==> config.mk <==
export PLATFORM = sky130hd
export DESIGN_NAME = serial_tx_framer
export DESIGN_NICKNAME = d
export VERILOG_FILES = /design/src/rtl/serial_tx_framer.sv
export SDC_FILE = /design/constraint.sdc
export NUM_CORES = 1
export LEC_CHECK = 0
export BUFFER_PORTS_ARGS = -buffer_cell sky130_fd_sc_hd__clkbuf_2
export CELL_PAD_IN_SITES_DETAIL_PLACEMENT = 0
export CELL_PAD_IN_SITES_GLOBAL_PLACEMENT = 1
export CORE_AREA = 2 2 84 86
export CTS_BUF_LIST = sky130_fd_sc_hd__clkbuf_16
export DETAILED_ROUTE_END_ITERATION = 10
export DIE_AREA = 0 0 86 88
export PLACE_DENSITY_LB_ADDON = 0.08
export SLEW_MARGIN = 10
export SYNTH_ARGS = -nofsm -noshare
export SYNTH_HDL_FRONTEND = slang
export SYNTH_SLANG_ARGS = --single-unit
==> constraint.sdc <==
create_clock -name clk -period 10.4 [get_ports clk]
set_clock_uncertainty 0.1 [all_clocks]
set_input_delay 1.04 -clock clk [delete_from_list [all_inputs] [get_ports clk]]
set_output_delay 1.04 -clock clk [all_outputs]
set_load 0.02 [all_outputs]
==> src/rtl/serial_tx_framer.sv <==
module serial_tx_framer #(
  parameter int DIV_W   = 16,
  parameter int OS_RATE = 16,
  parameter int DATA_W  = 8
) (
  input  logic              clk,
  input  logic              rst_n,
  input  logic              os_tick_en,
  input  logic [7:0]        line_ctrl,
  input  logic [DIV_W-1:0]  baud_div,
  input  logic              in_valid,
  input  logic [DATA_W-1:0] in_data,
  output logic              in_ready,
  output logic              txd
);
  localparam int HALF  = OS_RATE / 2;
  localparam int OS_W  = $clog2(2 * OS_RATE + 1);
  localparam int IDX_W = $clog2(DATA_W);

  typedef enum logic [2:0] {S_IDLE, S_START, S_DATA, S_PAR, S_STOP} st_t;

  st_t              st;
  logic [DIV_W-1:0] pre_cnt;
  logic [OS_W-1:0]  os_cnt;
  logic [IDX_W-1:0] bit_idx, f_last;
  logic [DATA_W-1:0] shreg;
  logic             f_par_en, f_par_bit, line_q;
  logic [OS_W-1:0]  f_stop_len;

  logic              brk, accept, pre_hit, os_tick, seg_done;
  logic [DIV_W-1:0]  div_eff;
  logic [OS_W-1:0]   seg_len;
  logic [DATA_W-1:0] masked;
  logic [2:0]        par_code;
  logic              par_new;
  logic [OS_W-1:0]   stop_new;

  assign brk      = line_ctrl[6];
  assign in_ready = (st == S_IDLE) && !brk;
  assign txd      = !brk && line_q;
  assign accept   = in_valid && in_ready;
  assign div_eff  = (baud_div == '0) ? DIV_W'(1) : baud_div;
  assign pre_hit  = pre_cnt >= div_eff - DIV_W'(1);
  assign os_tick  = (st != S_IDLE) && os_tick_en && pre_hit;
  assign seg_len  = (st == S_STOP) ? f_stop_len : OS_W'(OS_RATE);
  assign seg_done = os_tick && (os_cnt == seg_len - OS_W'(1));
  assign par_code = line_ctrl[5:3];

  always_comb begin
    for (int i = 0; i < DATA_W; i++)
      masked[i] = in_data[i] && (i < 5 + int'(line_ctrl[1:0]));
    case (par_code)
      3'd1:    par_new = ~^masked;
      3'd3:    par_new = ^masked;
      3'd7:    par_new = 1'b1;
      default: par_new = 1'b0;
    endcase
    if (!line_ctrl[2])            stop_new = OS_W'(OS_RATE);
    else if (line_ctrl[1:0] == 0) stop_new = OS_W'(OS_RATE + HALF);
    else                          stop_new = OS_W'(2 * OS_RATE);
  end

  always_ff @(posedge clk) begin
    if (!rst_n) begin
      st         <= S_IDLE;
      pre_cnt    <= '0;
      os_cnt     <= '0;
      bit_idx    <= '0;
      f_last     <= '0;
      shreg      <= '0;
      f_par_en   <= 1'b0;
      f_par_bit  <= 1'b0;
      f_stop_len <= OS_W'(OS_RATE);
      line_q     <= 1'b1;
    end else if (brk) begin
      st      <= S_IDLE;
      pre_cnt <= '0;
      os_cnt  <= '0;
      line_q  <= 1'b1;
    end else if (accept) begin
      st         <= S_START;
      pre_cnt    <= '0;
      os_cnt     <= '0;
      bit_idx    <= '0;
      f_last     <= IDX_W'(4 + int'(line_ctrl[1:0]));
      shreg      <= masked;
      f_par_en   <= par_code[0];
      f_par_bit  <= par_new;
      f_stop_len <= stop_new;
      line_q     <= 1'b0;
    end else if (st != S_IDLE && os_tick_en) begin
      pre_cnt <= pre_hit ? '0 : pre_cnt + DIV_W'(1);
      if (os_tick) begin
        if (!seg_done) begin
          os_cnt <= os_cnt + OS_W'(1);
        end else begin
          os_cnt <= '0;
          case (st)
            S_START: begin
              st     <= S_DATA;
              line_q <= shreg[0];
              shreg  <= shreg >> 1;
            end
            S_DATA: begin
              if (bit_idx == f_last) begin
                st     <= f_par_en ? S_PAR : S_STOP;
                line_q <= f_par_en ? f_par_bit : 1'b1;
              end else begin
                bit_idx <= bit_idx + IDX_W'(1);
                line_q  <= shreg[0];
                shreg   <= shreg >> 1;
              end
            end
            S_PAR: begin
              st     <= S_STOP;
              line_q <= 1'b1;
            end
            default: begin
              st     <= S_IDLE;
              line_q <= 1'b1;
            end
          endcase
        end
      end
    end
  end
endmodule

# Yosys cells after proc, flatten, opt, wreduce, memory -nomap -nowiden
# Cells that the tools add are included.
word_totals:
  reg_bits: 48
  latchBits: 0
  ramBits: 0
  romBits: 0
  in_bits: 36
  out_inout_bits: 2
  word_cells: 110
  memories: 0
op_classes:
  add_sub_neg: 7
  multipliers: 0
  div: 0
  n_lt_le_gt_ge: 9
  eq_ne: 13
  shift: 0
  muxes: 33
  bitwise_logic: 2
  reduce_logical: 35
op_table:
  columns: ["operator", "count"]
  rows:
  - ["less-than comparator 4 x 32 -> 1 bit, first input constant", 3]
  - ["less-than comparator 3 x 32 -> 1 bit, first input constant", 2]
  - ["2-to-1 mux 8 bit", 5]
  - ["less-than comparator 1 x 32 -> 1 bit, first input constant", 1]
  - ["less-than comparator 2 x 32 -> 1 bit, first input constant", 1]
  - ["2-to-1 mux 16 bit", 2]
  - ["2-to-1 mux 3 bit", 8]
  - ["2-to-1 mux 6 bit", 4]
  - ["adder 16 x 1 -> 16 bit, second input constant", 1]
  - [">= comparator 16 bit", 1]
  - ["logical NOT 16 bit", 1]
  - ["case mux 8 bit (2 select lines)", 1]
  - ["subtractor 16 x 1 -> 16 bit, second input constant", 1]
  - ["logical AND 1 bit", 14]
  - ["AND reduction 6 bit", 2]
  - ["2-to-1 mux 1 bit", 10]
  - ["equality test 3 x 2 -> 1 bit, second input constant", 3]
  - ["case mux 3 bit (3 select lines)", 1]
  - ["AND reduction 4 bit", 2]
  - ["nonzero test 2 bit", 4]
  - ["XNOR reduction 8 bit", 1]
  - ["XOR reduction 8 bit", 1]
  - ["adder 6 x 1 -> 6 bit, second input constant", 1]
  - ["equality test 3 x 1 -> 1 bit, second input constant", 2]
  - ["21 further kinds", 27]

# Depth between registers and ports, before layout
# Gate-level depths: netlist (run 1).
logic_depth:
  word_depth: 10
  ltp_mapped: 17
  depth_no_buf: 16

# Worst setup path before layout (run 1)
# No wires, ideal clock.
synth_timing:
  path_kind: "input to register"
  start: "in baud_div[8]"
  end: "reg bit_idx[2]"
  setup_time_ns: 0.134
  arrival_time_ns: 5.070
  required_ns: 10.166
  slack_ns: 5.096
  cell_stages: 17
  n_path_buf: 1
  cell_sequence: "or4_4 or4_1 or4_4 nor2b_1 ha_1 nand2_1 nor2_1 nand2_1 xor2_1 ha_1 nand4_1 or2_0 o32ai_1 o21ai_1 clkbuf_1 o311ai_0 o31ai_1"
synth_via:
  elab_chain_cells: 8
  word_cells_on_any_way: 9
  cone_classes: "1 x add/sub; 1 x order compare; 1 x mux; 6 x reduce/logical"
synth_rtl:
  columns: ["element", "line", "source"]
  rows:
  - ["start: declaration", "10", "input logic [DIV_W-1:0] baud_div,"]
  - ["logical NOT 16 bit", "42", "assign div_eff = (baud_div == '0) ? DIV_W'(1) : baud_div;"]
  - ["2-to-1 mux 16 bit (*)", "42", null]
  - ["subtractor 16 x 1 -> 16 bit (*)", "43", "assign pre_hit = pre_cnt >= div_eff - DIV_W'(1);"]
  - [">= comparator 16 bit (*)", "43", null]
  - ["logical AND 1 bit (*)", "44", "assign os_tick = (st != S_IDLE) && os_tick_en && pre_hit;"]
  - ["logical AND 1 bit", "46", "assign seg_done = os_tick && (os_cnt == seg_len - OS_W'(1));"]
  - ["nonzero test 2 bit (no line)", null, null]
  - ["AND reduction 6 bit (no line) (*)", null, null]
  - ["end signal: assignment", "109", "bit_idx <= bit_idx + IDX_W'(1);"]
  - ["end: declaration", "25", "logic [IDX_W-1:0] bit_idx, f_last;"]
# Every way passes the cells marked *; elsewhere a longest branch is shown, timed or not.
# A chain may end at the register's enable or synchronous reset.

# Worst setup path after layout (run 1)
layout_timing:
  start: "in baud_div[8]"
  end: "reg os_cnt[4]"
layout_via:
  elab_chain_cells: 7
  word_cells_on_any_way: 8
  cone_classes: "1 x add/sub; 1 x order compare; 2 x mux; 4 x reduce/logical"
layout_rtl:
  columns: ["element", "line", "source"]
  rows:
  - ["logical NOT 16 bit", "42", null]
  - ["2-to-1 mux 16 bit (*)", "42", null]
  - ["subtractor 16 x 1 -> 16 bit (*)", "43", null]
  - [">= comparator 16 bit (*)", "43", null]
  - ["logical AND 1 bit (*)", "44", null]
  - ["logical AND 1 bit", "46", null]
  - ["2-to-1 mux 6 bit", "94", "if (!seg_done) begin"]
  - ["end signal: assignment", "95", "os_cnt <= os_cnt + OS_W'(1);"]
  - ["end: declaration", "24", "logic [OS_W-1:0] os_cnt;"]
# Marked as above.

==> Implementation_results.wiki, run 1 <==
{| class="wikitable"
! Metric !! Value
|-
| Proportion of power drawn by flip-flops and latches || 48.5%
|-
| Total wire length after detailed routing || approximately 6500 um
|-
| Proportion of total power due to net switching || 24.1%
|-
| Leakage power figure || ~1.3 nW
|-
| Input/output buffers || 36
|-
| Fraction of final layout cells sized beyond drive strength 1 || about an eighth
|-
| Crit-path max cell delay || 560 ps
|-
| CTS hold repair buffers || 0
|-
| Avg Vias per Cell || about 5.5
|-
| Number of routed nets with antenna violations || 0
|-
| DRC viols || 0
|-
| Vias in the first global route || ~2500
|-
| Max-slew violation count || 0
|-
| Sequential-to-total area share from yosys stat || 30.7%
|-
| Final worst-path setup slack || 4790 ps
|-
| Initial core utilization || 44.2%
|-
| Fraction of power consumed by combinational cells || a little under an eighth
|-
| R2R Path Start || st[2]$_SDFFE_PP0P_
|-
| Setup slack of the most critical reg-to-reg path || 7150 ps
|-
| Synth async-reset ratio || 0%
|-
| Setup Buffers After CTS || 0
|-
| Combined area of all synthesized cells || 2930 sq um
|-
| Chip height || approximately 90 um
|-
| Total chip power || between 300 and 400 uW
|-
| Clock insertion delay at the later pin of the skew report || between 200 and 300 ps
|-
| Number of sinks handled by clock tree synthesis || 45
|-
| CP arrival || ~5700 ps
|-
| Final critical-path share of the clock period || 53.9%
|-
| Number of cells upsized or downsized after cts || 0
|-
| Die Footprint || roughly 7600 sq um
|-
| Max Root-Sink Buffers || 2
|-
| Sum Neg Setup Slack || 0 ps
|-
| Crit path required time || 10500 ps
|-
| Clock tree root driver cell || sky130_fd_sc_hd__clkbuf_16
|-
| Timing startpoint of the critical path || baud_div[8]
|-
| Number of iterations in the first detailed-routing pass || 4
|-
| Mapped Avg Cell Area || around 8.1 sq um
|-
| Int Power || around 280 uW
|-
| Critical path startpoint category || primary input
|-
| Violation count after the first detailed-routing iteration || 60
|-
| Top-Level Pins || 38
|-
| Number of filler instances in the final layout || roughly 700
|-
| Reg-to-Reg End || bit_idx[0]$_SDFFE_PN0P_
|-
| Detail-routed net length per standard cell || 13.7 um
|-
| Standard cell with the maximum stage delay on the critical path || sky130_fd_sc_hd__or4_4
|-
| Final Hold Fails || 0
|-
| Layout overhead on the synthesized area || 13.0%
|-
| Outcome || complete, no violations
|-
| Critical path class || primary input to flip-flop
|-
| Worst hold-check path type || flip-flop to flip-flop
|-
| Setup violation total in the final timing report || 0
|-
| Setup slack after placement || 4490 ps
|-
| Worst R2R Path Depth || 9
|-
| Rel. slew slack || 46.9%
|-
| Clock transition at the register clock pins on the worst setup and hold paths after CTS || roughly 60 ps
|-
| Clock share of power || 39.9%
|-
| Diode insertion count for antenna repair || 0
|-
| Highest net fanout along the worst path || 16
|-
| Cells after synthesis || 362
|-
| Tightest Pin Transition || about 800 ps
|-
| Die X-Extent || 86 um
|-
| Yosys reg bits || 45
|-
| Net Sw Power || 88.8 uW
|-
| Minimum period implied by the final worst setup slack || approximately 5600 ps
|-
| Total routing resource utilization after global routing || 18.7%
|-
| Sum of net half-perimeters after detailed placement || a little under 5000 um
|-
| Capture point of the worst path || os_cnt[4]$_SDFFE_PP0P_
|-
| Critical path, cell by cell || clkbuf_2 > or4_4 > or4_1 > or4_4 > nor2b_1 > ha_1 > nand2_1 > nor2_1 > nand2_1 > xor2_1 > ha_1 > nand4_1 > or2_0 > o32ai_1 > o21ai_1 > buf_4 > or4_1 > a21oi_1
|-
| CTS tree || yes
|-
| RSZ-0062 raised after global routing || false
|-
| Ys Warns || 0
|-
| Cell Rows || 30
|-
| GP Congestion || roughly 0.76
|-
| Setup crit end kind || flip-flop
|-
| Worst IR Drop VDD || 0.0000579 V
|-
| Wire length of the first global-routing pass || 11500 um
|-
| Post-synthesis cell type count || 55
|-
| CTS Buf Count || 5
|-
| Maximum frequency from static timing analysis || 178 MHz
|-
| Final global-route overflow total || 0
|-
| Max-cap viol count || 0
|-
| Top_reg_cell synth || sky130_fd_sc_hd__dfxtp_1
|-
| Maximum number of pins on one net before global-route repair || 25
|-
| H-tree Lvls || 2
|-
| Number of vias in the routed layout || between 2000 and 3000
|-
| Initial antenna violation count || 0
|-
| Net count after synthesis || about 420
|-
| Power density normalized to cell area || around 110 nW/um^2
|-
| Placeable core area || between 6000 and 7000 sq um
|-
| Layout Nets || approximately 450
|-
| Utilization of the core after routing || 49.9%
|-
| Number of synthesized flops with an enable pin || 0
|}
-- registers in the layout, summed over array words and instances (netlist names) --
signal and flops:
line_q 1, shreg 8, bit_idx 3, pre_cnt 16, st 3, f_par_en 1, f_par_bit 1, os_cnt 6
f_stop_len 3, f_last 3
-- synth_stat cells, drive strengths merged, types with 8 or more instances --
master	number	share of area [%]
a21oi	24	4.1
clkbuf	10	1.3
dfxtp	45	31
ha	21	9.0
mux2i	8	2.7
nand2	47	6.1
nand3	15	2.6
nor2	39	5.0
nor3	11	2.0
o21ai	15	2.6
or4	10	2.8
xnor2	20	6.0
xor2	17	5.1
-- critical path, delay by kind of cell --
family / cells / cell delay [ps]
fa+ha+maj: 2 / 500
compound gates: 3 / 810
xor+xnor: 1 / 70
buf+inv: 2 / 330
simple gates: 10 / 2940
-- cells by family (layout without fill, tap and decap cells) --
group	after synthesis	count (layout)	synth area share, %
AOI/OAI and AO/OA	73	73	16.5
DFF	45	45	30.7
buffers and inverters	19	52	2.52
muxes	8	8	2.73
adders and majority gates	21	21	8.96
and+or+nand+nor	158	158	26.7
xor gates and xnor gates	38	38	11.9
-- routing by layer --
layer | wire length, um | track usage (%) | part of all wire, %
met1 | 3090 | 23.6 | 48
met2 | 3160 | 33.0 | 49
met3 | 202 | 3.20 | 3.1
met4 | 34 | 5.05 | 0.52
met5 | 0 | 0 | 0
-- cells in the final DEF, fill, tap and decap left out, drive strengths merged, types with 3 or more instances in the layout --
master / count
nor2: 39
or3: 5
mux2i: 8
nand2b: 4
o21ai: 15
nand3b: 3
clkbuf: 41
nand3: 15
inv: 8
nand2: 47
xor2: 17
or4: 10
nor3: 11
ha: 21
and3: 6
a21oi: 24
xnor2: 20
nor2b: 3
o31ai: 4
a21boi: 4
nand4: 4
dfxtp: 45
o21a: 3
-- power by group through the flow --
stage | combinational, mW | clock, mW | sequential, mW
5_1_grt | 0.0488 | 0.161 | 0.179
2_1_floorplan | 0.0272 | 0 | 0.181
3_3_place_gp | 0.0423 | 0 | 0.182
4_1_cts | 0.0434 | 0.152 | 0.179
3_5_place_dp | 0.0431 | 0 | 0.183
6_report | 0.0428 | 0.147 | 0.179
-- worst min path at each step --
stage | endpoint | slack (ps) | cells after the start | from
after floorplan | f_last[0]$_SDFFE_PN0P_ | 350 | 2 | f_last[0]$_SDFFE_PN0P_
after CTS | f_last[1]$_SDFFE_PN0P_ | 380 | 2 | f_last[1]$_SDFFE_PN0P_
after detailed placement | f_last[1]$_SDFFE_PN0P_ | 370 | 2 | f_last[1]$_SDFFE_PN0P_
final | f_last[1]$_SDFFE_PN0P_ | 370 | 2 | f_last[1]$_SDFFE_PN0P_
after global routing | os_cnt[1]$_SDFFE_PP0P_ | 400 | 2 | os_cnt[1]$_SDFFE_PP0P_
after global placement | os_cnt[1]$_SDFFE_PP0P_ | 360 | 2 | os_cnt[1]$_SDFFE_PP0P_
-- layout make-up --
| type | count | area [sq um] | area share [%] |
|---|---|---|---|
| Timing Repair Buffer | 38 | 195 | 5.89 |
| Multi-Input combinational cell | 298 | 1960 | 59.1 |
| Inverter | 7 | 26.3 | 0.793 |
| Sequential cell | 45 | 901 | 27.2 |
| Tap cell | 80 | 100 | 3.02 |
| Clock inverter | 2 | 7.51 | 0.227 |
| Clock buffer | 5 | 125 | 3.78 |
-- stage by stage --
| step | hold slack (ps) | instance area, sq um | cells |
|---|---|---|---|
| after floorplan | 349 | 2930 | 362 |
| after global placement | 364 | 3180 | 468 |
| after detailed placement | 369 | 3180 | 468 |
| after CTS | 377 | 3310 | 475 |
| after global routing | 401 | 3310 | 475 |
| final | 373 | 3310 | 475 |
Note: power is estimated with default switching activity, not from simulation.
==> inputs of run 2 (changes only) <==
Settings changed: ABC_AREA set to 1, CORE_AREA 2 2 84 86 to 2 2 91 93, DIE_AREA 0 0 86 88 to 0 0 93 95.
Clock period 10.4 ns to 5.4 ns, I/O delays scaled along.
==> Implementation_results.wiki, run 2 <==
{| class="wikitable"
! Metric !! Value
|-
| Cell Rows || 33
|-
| Most repeated cell in the gate-level netlist after synthesis || sky130_fd_sc_hd__nand2_1
|-
| Yosys reg bits || 45
|-
| Crit-path max cell delay || 330 ps
|-
| DRC viols || 0
|-
| R2R Path Start || st[2]$_SDFFE_PP0P_
|-
| GRT busiest layer || met2
|-
| Total routing resource utilization after global routing || between 10% and 20%
|-
| Layout Nets || around 560
|-
| Vias in the first global route || around 2700
|-
| CTS tree || yes
|-
| Cells after synthesis || approximately 470
|-
| Hold wc startpoint || f_par_bit$_SDFFE_PN0P_
|-
| Chip height || about 95 um
|-
| Top_reg_cell synth || sky130_fd_sc_hd__dfxtp_1
|-
| Setup violation total in the final timing report || 0
|-
| Diode insertion count for antenna repair || 0
|-
| Compound-gate portion of the synthesized area || approximately a tenth
|-
| Combinational family with the most area after synthesis || simple AND/OR/NAND/NOR gates
|-
| H-tree Lvls || 2
|-
| Clock tree root driver cell || sky130_fd_sc_hd__clkbuf_16
|-
| Final Hold Fails || 0
|-
| Initial core utilization || 40.1%
|-
| Adder and majority gate portion of the synthesized area || under 10%
|-
| Clock insertion delay at the later pin of the skew report || 280 ps
|-
| CTS hold repair buffers || 0
|-
| Placeable core area || about 7900 sq um
|-
| Worst R2R Path Depth || 12
|-
| Number of placed instances with taps included || about 600
|-
| Commonest cells after routing, fill and taps aside || 105 x sky130_fd_sc_hd__nand2_1, 66 x sky130_fd_sc_hd__nor2_1, 58 x sky130_fd_sc_hd__inv_1, 45 x sky130_fd_sc_hd__dfxtp_1, 36 x sky130_fd_sc_hd__clkbuf_2
|-
| Number of sinks handled by clock tree synthesis || 45
|-
| Number of iterations in the first detailed-routing pass || 4
|-
| Top-Level Pins || 38
|-
| GR Util met3 || roughly 2.5%
|-
| Sequential-to-total area share from yosys stat || roughly 28%
|-
| Max Root-Sink Buffers || 2
|-
| Tightest Pin Transition || 474 ps
|-
| Max-slew violation count || 0
|-
| CTS Buf Count || 5
|-
| Critical path, cell by cell || clkbuf_2 > nor2_1 > nand3_1 > nor2_1 > nand2_1 > nand2_1 > inv_1 > ha_1 > nand2_1 > nor2_1 > and3_1 > nand2_1 > nor3_1 > xor2_1 > inv_1 > ha_1 > nand2_1 > o21ai_0 > a21oi_1 > nand2_1 > nand2_1 > inv_1 > nand3_1 > and3_1
|-
| Most frequent standard cell in the layout excluding fill and tap cells || sky130_fd_sc_hd__nand2_1
|-
| Rel. slew slack || 68.3%
|-
| Cell taking the most area after synthesis || sky130_fd_sc_hd__dfxtp_1
|-
| Highest net fanout along the worst path || 12
|-
| Synth top cells by count || 105 x sky130_fd_sc_hd__nand2_1, 66 x sky130_fd_sc_hd__nor2_1, 58 x sky130_fd_sc_hd__inv_1, 45 x sky130_fd_sc_hd__dfxtp_1
|-
| Sum Neg Setup Slack || 0 ps
|-
| Met1 Track Usage GR || 20.6%
|-
| Die Footprint || roughly 9000 sq um
|-
| Worst hold-check path type || flip-flop to flip-flop
|-
| Setup slack of the most critical reg-to-reg path || 3000 ps
|-
| Leakage power figure || between 1.5 and 2 nW
|-
| Ys Warns || 0
|-
| Tightest hold margin || roughly 360 ps
|-
| Max-cap viol count || 0
|-
| Critical path startpoint category || primary input
|-
| Minimum period implied by the final worst setup slack || 3940 ps
|-
| Initial antenna violation count || 0
|-
| Violation count after the first detailed-routing iteration || between 70 and 80
|-
| Layout overhead on the synthesized area || 12.7%
|-
| Total wire length after detailed routing || 7150 um
|-
| Combined area of all synthesized cells || about 3200 sq um
|-
| Met2 Usage GRT || 31.3%
|-
| Biggest regs || pre_cnt x16, shreg x8, os_cnt x6
|-
| Setup Buffers After CTS || 0
|-
| Synth async-reset ratio || 0%
|-
| Number of vias in the routed layout || between 2000 and 3000
|-
| Ranking of synthesized cells by area || sky130_fd_sc_hd__dfxtp_1 28%, sky130_fd_sc_hd__nand2_1 12%, sky130_fd_sc_hd__ha_1 8.3%
|-
| Largest register by flop count || pre_cnt
|-
| Number of routed nets with antenna violations || 0
|-
| Die X-Extent || a little over 90 um
|-
| Clock transition at the register clock pins on the worst setup and hold paths after CTS || approximately 70 ps
|-
| Wire length of the first global-routing pass || 12100 um
|-
| Area fraction in and, or, nand and nor cells after synthesis || 35.5%
|-
| Net count after synthesis || 526
|-
| Final critical-path share of the clock period || between 70 and 80%
|-
| Number of stages on the worst hold path || 2
|-
| Flip-flop count of the largest register, all copies and words added || 16
|-
| CP arrival || approximately 4000 ps
|-
| Endpoint of the worst hold-timing path || f_par_bit$_SDFFE_PN0P_
|-
| Maximum frequency from static timing analysis || 254 MHz
|-
| Cell repeated most along the worst path || sky130_fd_sc_hd__nand2_1
|-
| Avg Vias per Cell || approximately 4.8
|-
| Final std cell area, no fill || between 3000 and 4000 sq um
|-
| GP Congestion || just under 0.8
|-
| Final std cells w/o fill || a little over 600
|-
| Reg-to-Reg End || bit_idx[2]$_SDFFE_PN0P_
|-
| Power density normalized to cell area || just over 200 nW/um^2
|-
| RSZ-0062 raised after global routing || false
|-
| Instance area after placement || approximately 3400 sq um
|-
| Crit path required time || about 5500 ps
|-
| Maximum number of pins on one net before global-route repair || 18
|-
| Mapped Avg Cell Area || 6.78 sq um
|-
| Outcome || complete, no violations
|-
| Worst IR Drop VDD || 0.000111 V
|-
| Number of cells upsized or downsized after cts || 0
|-
| Fraction of final layout cells sized beyond drive strength 1 || a little over an eighth
|-
| Number of synthesized flops with an enable pin || 0
|-
| Total chip power || 741 uW
|-
| Sum of net half-perimeters after detailed placement || around 5600 um
|-
| Setup crit end kind || flip-flop
|-
| Input/output buffers || 36
|-
| Multiplexer share of the synthesized area || 1.26%
|-
| Post-synthesis cell type count || 38
|-
| Timing startpoint of the critical path || baud_div[2]
|-
| Fraction of synthesized cell area in xor and xnor cells || roughly 8%
|-
| Detail-routed net length per standard cell || roughly 12 um
|-
| Final global-route overflow total || 0
|-
| Share of Yosys cell area claimed by the top area cell type || ~28%
|-
| Critical path class || primary input to flip-flop
|-
| Standard cell with the maximum stage delay on the critical path || sky130_fd_sc_hd__nand2_1
|}
## run 2: changes by cell type after synthesis, moves of 10 or more
| cell | before | now |
|---|---|---|
| sky130_fd_sc_hd__xnor2_1 | 20 | 10 |
| sky130_fd_sc_hd__inv_1 | 7 | 58 |
| sky130_fd_sc_hd__nor2_1 | 39 | 66 |
| sky130_fd_sc_hd__nand4_1 | 4 | 16 |
| sky130_fd_sc_hd__nand2_1 | 46 | 105 |
## run 2: kinds of logic after synthesis
kind of cell,Yosys count
and+or+nand+nor,245
adders and majority gates,21
xor gates and xnor gates,29
buffers and inverters,69
muxes,4
DFF,45
AOI/OAI and AO/OA,56
## run 2: worst max path at each step
stage	endpoint	slack (ps)
final	os_cnt[2]$_SDFFE_PP0P_	1460
after global routing	os_cnt[2]$_SDFFE_PP0P_	1090
after CTS	os_cnt[2]$_SDFFE_PP0P_	1440
after detailed placement	os_cnt[2]$_SDFFE_PP0P_	1120
after global placement	os_cnt[2]$_SDFFE_PP0P_	1180
after floorplan	os_cnt[3]$_SDFFE_PP0P_	2010
## run 2: final cells by class
class                      count  area (sq um)
fill                         902          4340
sequential                    45           901
tap                          105           131
inverter                      63           236
timing repair buffer          36           180
multi-input combinational    355          1990
clock buffer                   5           125
clock inverter                 3          17.5
## run 2: through the flow
stage	setup slack (ps)	util, %
after detailed placement	1120	43.4
final	1460	45.2
after floorplan	2010	-
after CTS	1440	45.2
after global routing	1090	45.2
after global placement	1180	43.4
## run 2: worst max-delay path, delay by kind of cell
kind            cells  cell delay [ps]
fa+ha+maj           2              430
compound gates      2              250
xor+xnor            1              180
buf+inv             4              520
simple gates       15             2070
## run 2: power by group
group / leakage [nW] / total (mW) / switching, mW / internal (mW)
logic: 1.28 / 0.0973 / 0.0594 / 0.0379
clock network: 0.0696 / 0.298 / 0.129 / 0.170
registers: 0.365 / 0.345 / 0.00503 / 0.340
## run 2: per-layer routing
| metal | vias to the layer above | share of wire [%] |
|---|---|---|
| li1 | 1603 | - |
| met1 | 1303 | 47 |
| met2 | 35 | 49 |
| met3 | 4 | 2.6 |
| met4 | 0 | 0.87 |
| met5 | - | 0 |
==> inputs of run 3 (changes only) <==
Settings changed: CORE_AREA 2 2 91 93 to 2 2 95 97, DIE_AREA 0 0 93 95 to 0 0 97 99.
Clock period 5.4 ns to 3.43 ns, I/O delays scaled along.
==> Implementation_results.wiki, run 3 (synthesized netlist as in run 2, its figures left out) <==
{| class="wikitable"
! Metric !! Value
|-
| Sum of net half-perimeters after detailed placement || approximately 5700 um
|-
| Top-Level Pins || 38
|-
| Timing startpoint of the critical path || baud_div[4]
|-
| Setup crit end kind || flip-flop
|-
| Net Sw Power || slightly above 300 uW
|-
| Flip-flop count of the largest register, all copies and words added || 16
|-
| Final std cells w/o fill || roughly 650
|-
| Violation count after the first detailed-routing iteration || slightly above 100
|-
| Die Footprint || about 9600 sq um
|-
| Final Hold Fails || 0
|-
| Number of routed nets with antenna violations || 0
|-
| Tightest hold margin || around 220 ps
|-
| Die X-Extent || 97 um
|-
| Final std cell area, no fill || 3930 sq um
|-
| Biggest regs || pre_cnt x16, shreg x8, os_cnt x6
|-
| Combined area of the multi-input logic cells || approximately 2000 sq um
|-
| Total chip power || roughly 1.3 mW
|-
| Input/output buffers || 36
|-
| Clock tree root driver cell || sky130_fd_sc_hd__clkbuf_16
|-
| Crit-path max cell delay || 280 ps
|-
| Maximum number of pins on one net before global-route repair || 18
|-
| Most frequent standard cell in the layout excluding fill and tap cells || sky130_fd_sc_hd__nand2_1
|-
| Chip height || 99 um
|-
| CP arrival || 3260 ps
|-
| Critical path class || primary input to flip-flop
|-
| Critical path startpoint category || primary input
|-
| Cell Rows || 34
|-
| H-tree Lvls || 2
|-
| Largest register by flop count || pre_cnt
|-
| Total routing resource utilization after global routing || approximately 16%
|-
| Setup violation total in the final timing report || 0
|-
| CTS tree || yes
|-
| Top Family by Delay on Critical Path || simple AND/OR/NAND/NOR gates
|-
| Detail-routed net length per standard cell || between 10 and 15 um
|-
| Setup slack of the most critical reg-to-reg path || around 1100 ps
|-
| Final critical-path share of the clock period || slightly above 90%
|-
| Maximum frequency from static timing analysis || approximately 320 MHz
|-
| Avg Vias per Cell || between 4 and 5
|-
| Final worst-path setup slack || between 200 and 300 ps
|-
| Worst hold-check path type || primary input to flip-flop
|-
| Power density normalized to cell area || roughly 340 nW/um^2
|-
| Diode insertion count for antenna repair || 0
|-
| Layout Nets || slightly below 600
|-
| Wire length of the first global-routing pass || 12700 um
|-
| Setup slack after placement || -71.6 ps
|-
| R2R Path Start || st[1]$_SDFFE_PP0P_
|-
| Max-cap viol count || 0
|-
| Logic depth of the worst path, buffers included || 27
|-
| Total wire length after detailed routing || roughly 7400 um
|-
| Number of filler instances in the final layout || between 900 and 1000
|-
| Clock transition at the register clock pins on the worst setup and hold paths after CTS || around 60 ps
|-
| Initial antenna violation count || 0
|-
| CTS Buf Count || 5
|-
| Minimum period implied by the final worst setup slack || around 3200 ps
|-
| Worst IR Drop VDD || approximately 0.00024 V
|-
| Number of stages on the worst hold path || 3
|-
| Capture point of the worst path || shreg[5]$_SDFFE_PN0P_
|-
| Clock insertion delay at the later pin of the skew report || ~280 ps
|-
| Commonest cells after routing, fill and taps aside || 100 x sky130_fd_sc_hd__nand2_1, 65 x sky130_fd_sc_hd__nor2_1, 56 x sky130_fd_sc_hd__inv_1, 45 x sky130_fd_sc_hd__dfxtp_1, 36 x sky130_fd_sc_hd__clkbuf_2
|-
| Final global-route overflow total || 0
|-
| Number of sinks handled by clock tree synthesis || 45
|-
| Int Power || between 1 and 1.5 mW
|-
| Number of placed instances with taps included || 633
|-
| Rel. slew slack || between 70% and 80%
|-
| Layout overhead on the synthesized area || 23.6%
|-
| Buffers & Inverters on Critical Path || 6
|-
| Clock share of power || between 40% and 50%
|-
| Number of vias in the routed layout || roughly 3100
|-
| Fraction of final layout cells sized beyond drive strength 1 || between 20% and 30%
|-
| Worst R2R Path Depth || 14
|-
| Max-slew violation count || 0
|-
| Instance area after placement || 3640 sq um
|-
| Standard cell with the maximum stage delay on the critical path || sky130_fd_sc_hd__ha_1
|-
| Vias in the first global route || approximately 2900
|-
| Reg-to-Reg End || shreg[5]$_SDFFE_PN0P_
|-
| Sequential cell area || around 900 sq um
|-
| Highest net fanout along the worst path || 8
|-
| Outcome || complete, no violations
|-
| Number of iterations in the first detailed-routing pass || 4
|-
| Leakage power figure || roughly 1.9 nW
|-
| Placeable core area || between 8000 and 9000 sq um
|-
| Max Root-Sink Buffers || 2
|-
| Tightest Pin Transition || 429 ps
|-
| Proportion of power drawn by flip-flops and latches || roughly two fifths
|-
| Crit path required time || between 3000 and 4000 ps
|-
| Proportion of total power due to net switching || a little under a quarter
|-
| DRC viols || 0
|-
| Initial core utilization || between 30 and 40%
|-
| Fraction of power consumed by combinational cells || between 10% and 20%
|-
| GP Congestion || ~0.79
|}
[run 3: cell count changes in the layout (fill, tap and decap cells not counted), moves of 2 or more]
cell,before,now
sky130_fd_sc_hd__buf_4,0,29
sky130_fd_sc_hd__bufinv_16,0,2
sky130_fd_sc_hd__inv_1,58,56
sky130_fd_sc_hd__inv_2,5,7
sky130_fd_sc_hd__nand2_1,105,100
sky130_fd_sc_hd__nand2_2,2,7
sky130_fd_sc_hd__nor3_1,8,6
sky130_fd_sc_hd__nor3_2,0,2
[run 3: repair_timing]
| item | in CTS | in global routing |
|---|---|---|
| hold endpoints to repair | 0 | 0 |
| gates resized for setup | 0 | 17 |
| setup buffers | 0 | 5 |
| hold buffers | 0 | 0 |
| endpoints found under the setup margin | 0 | 35 |
[run 3: worst min-delay path by stage]
stage                                     startpoint                          to  slack [ps]
final                                   line_ctrl[3]       f_par_en$_SDFFE_PN0P_         220
after global routing                    line_ctrl[2]  f_stop_len[3]$_SDFFE_PN0P_         250
after CTS                               line_ctrl[3]       f_par_en$_SDFFE_PN0P_         220
after detailed placement      f_par_bit$_SDFFE_PN0P_      f_par_bit$_SDFFE_PN0P_         350
after global placement        f_par_bit$_SDFFE_PN0P_      f_par_bit$_SDFFE_PN0P_         340
after floorplan           f_stop_len[4]$_SDFFE_PN1P_  f_stop_len[4]$_SDFFE_PN1P_         330
[run 3: layer usage]
layer / vias up / part of all wire [%] / GRT usage, %
li1: 1662 / - / -
met1: 1356 / 49 / 20.4
met2: 57 / 46 / 27.5
met3: 12 / 3.4 / 2.20
met4: 0 / 1.8 / 4.77
met5: - / 0 / 0
[run 3: power groups by stage]
| stage | logic, mW | registers (mW) | clock network, mW |
|---|---|---|---|
| after floorplan | 0.106 | 0.553 | 0 |
| after global placement | 0.166 | 0.555 | 0 |
| after detailed placement | 0.168 | 0.556 | 0 |
| after CTS | 0.169 | 0.544 | 0.632 |
| after global routing | 0.203 | 0.545 | 0.652 |
| final | 0.176 | 0.544 | 0.619 |
[run 3: area by class of cell]
type / count / share of cell area (%)
Clock inverter: 3 / 1.65
Tap cell: 108 / 3.44
Inverter: 63 / 6.02
Sequential cell: 45 / 22.9
Timing Repair Buffer: 67 / 10.9
Clock buffer: 5 / 3.18
Multi-Input combinational cell: 355 / 51.9
[run 3: worst reg2reg max path: stages (launching register included)]
cell	delay [ps]
sky130_fd_sc_hd__dfxtp_1	370
sky130_fd_sc_hd__nor2_4	180
sky130_fd_sc_hd__nand3_1	110
sky130_fd_sc_hd__ha_1	340
sky130_fd_sc_hd__nand2_1	80
sky130_fd_sc_hd__nand3_1	60
sky130_fd_sc_hd__nor2_1	90
sky130_fd_sc_hd__o21ai_0	100
sky130_fd_sc_hd__nor2_2	270
sky130_fd_sc_hd__nand4_4	150
sky130_fd_sc_hd__nand2_4	110
sky130_fd_sc_hd__buf_4	150
sky130_fd_sc_hd__nand2_1	50
sky130_fd_sc_hd__nand2_1	60
sky130_fd_sc_hd__nor2_1	40
[run 3: per-stage QoR]
| stage | TNS [ps] | utilization (%) |
|---|---|---|
| floorplan | 0 | - |
| global placement | -77.7 | 42.6 |
| detailed placement | -299 | 42.6 |
| CTS | 0 | 44.8 |
| global route | -57.3 | 46.0 |
| finish | 0 | 46.0 |
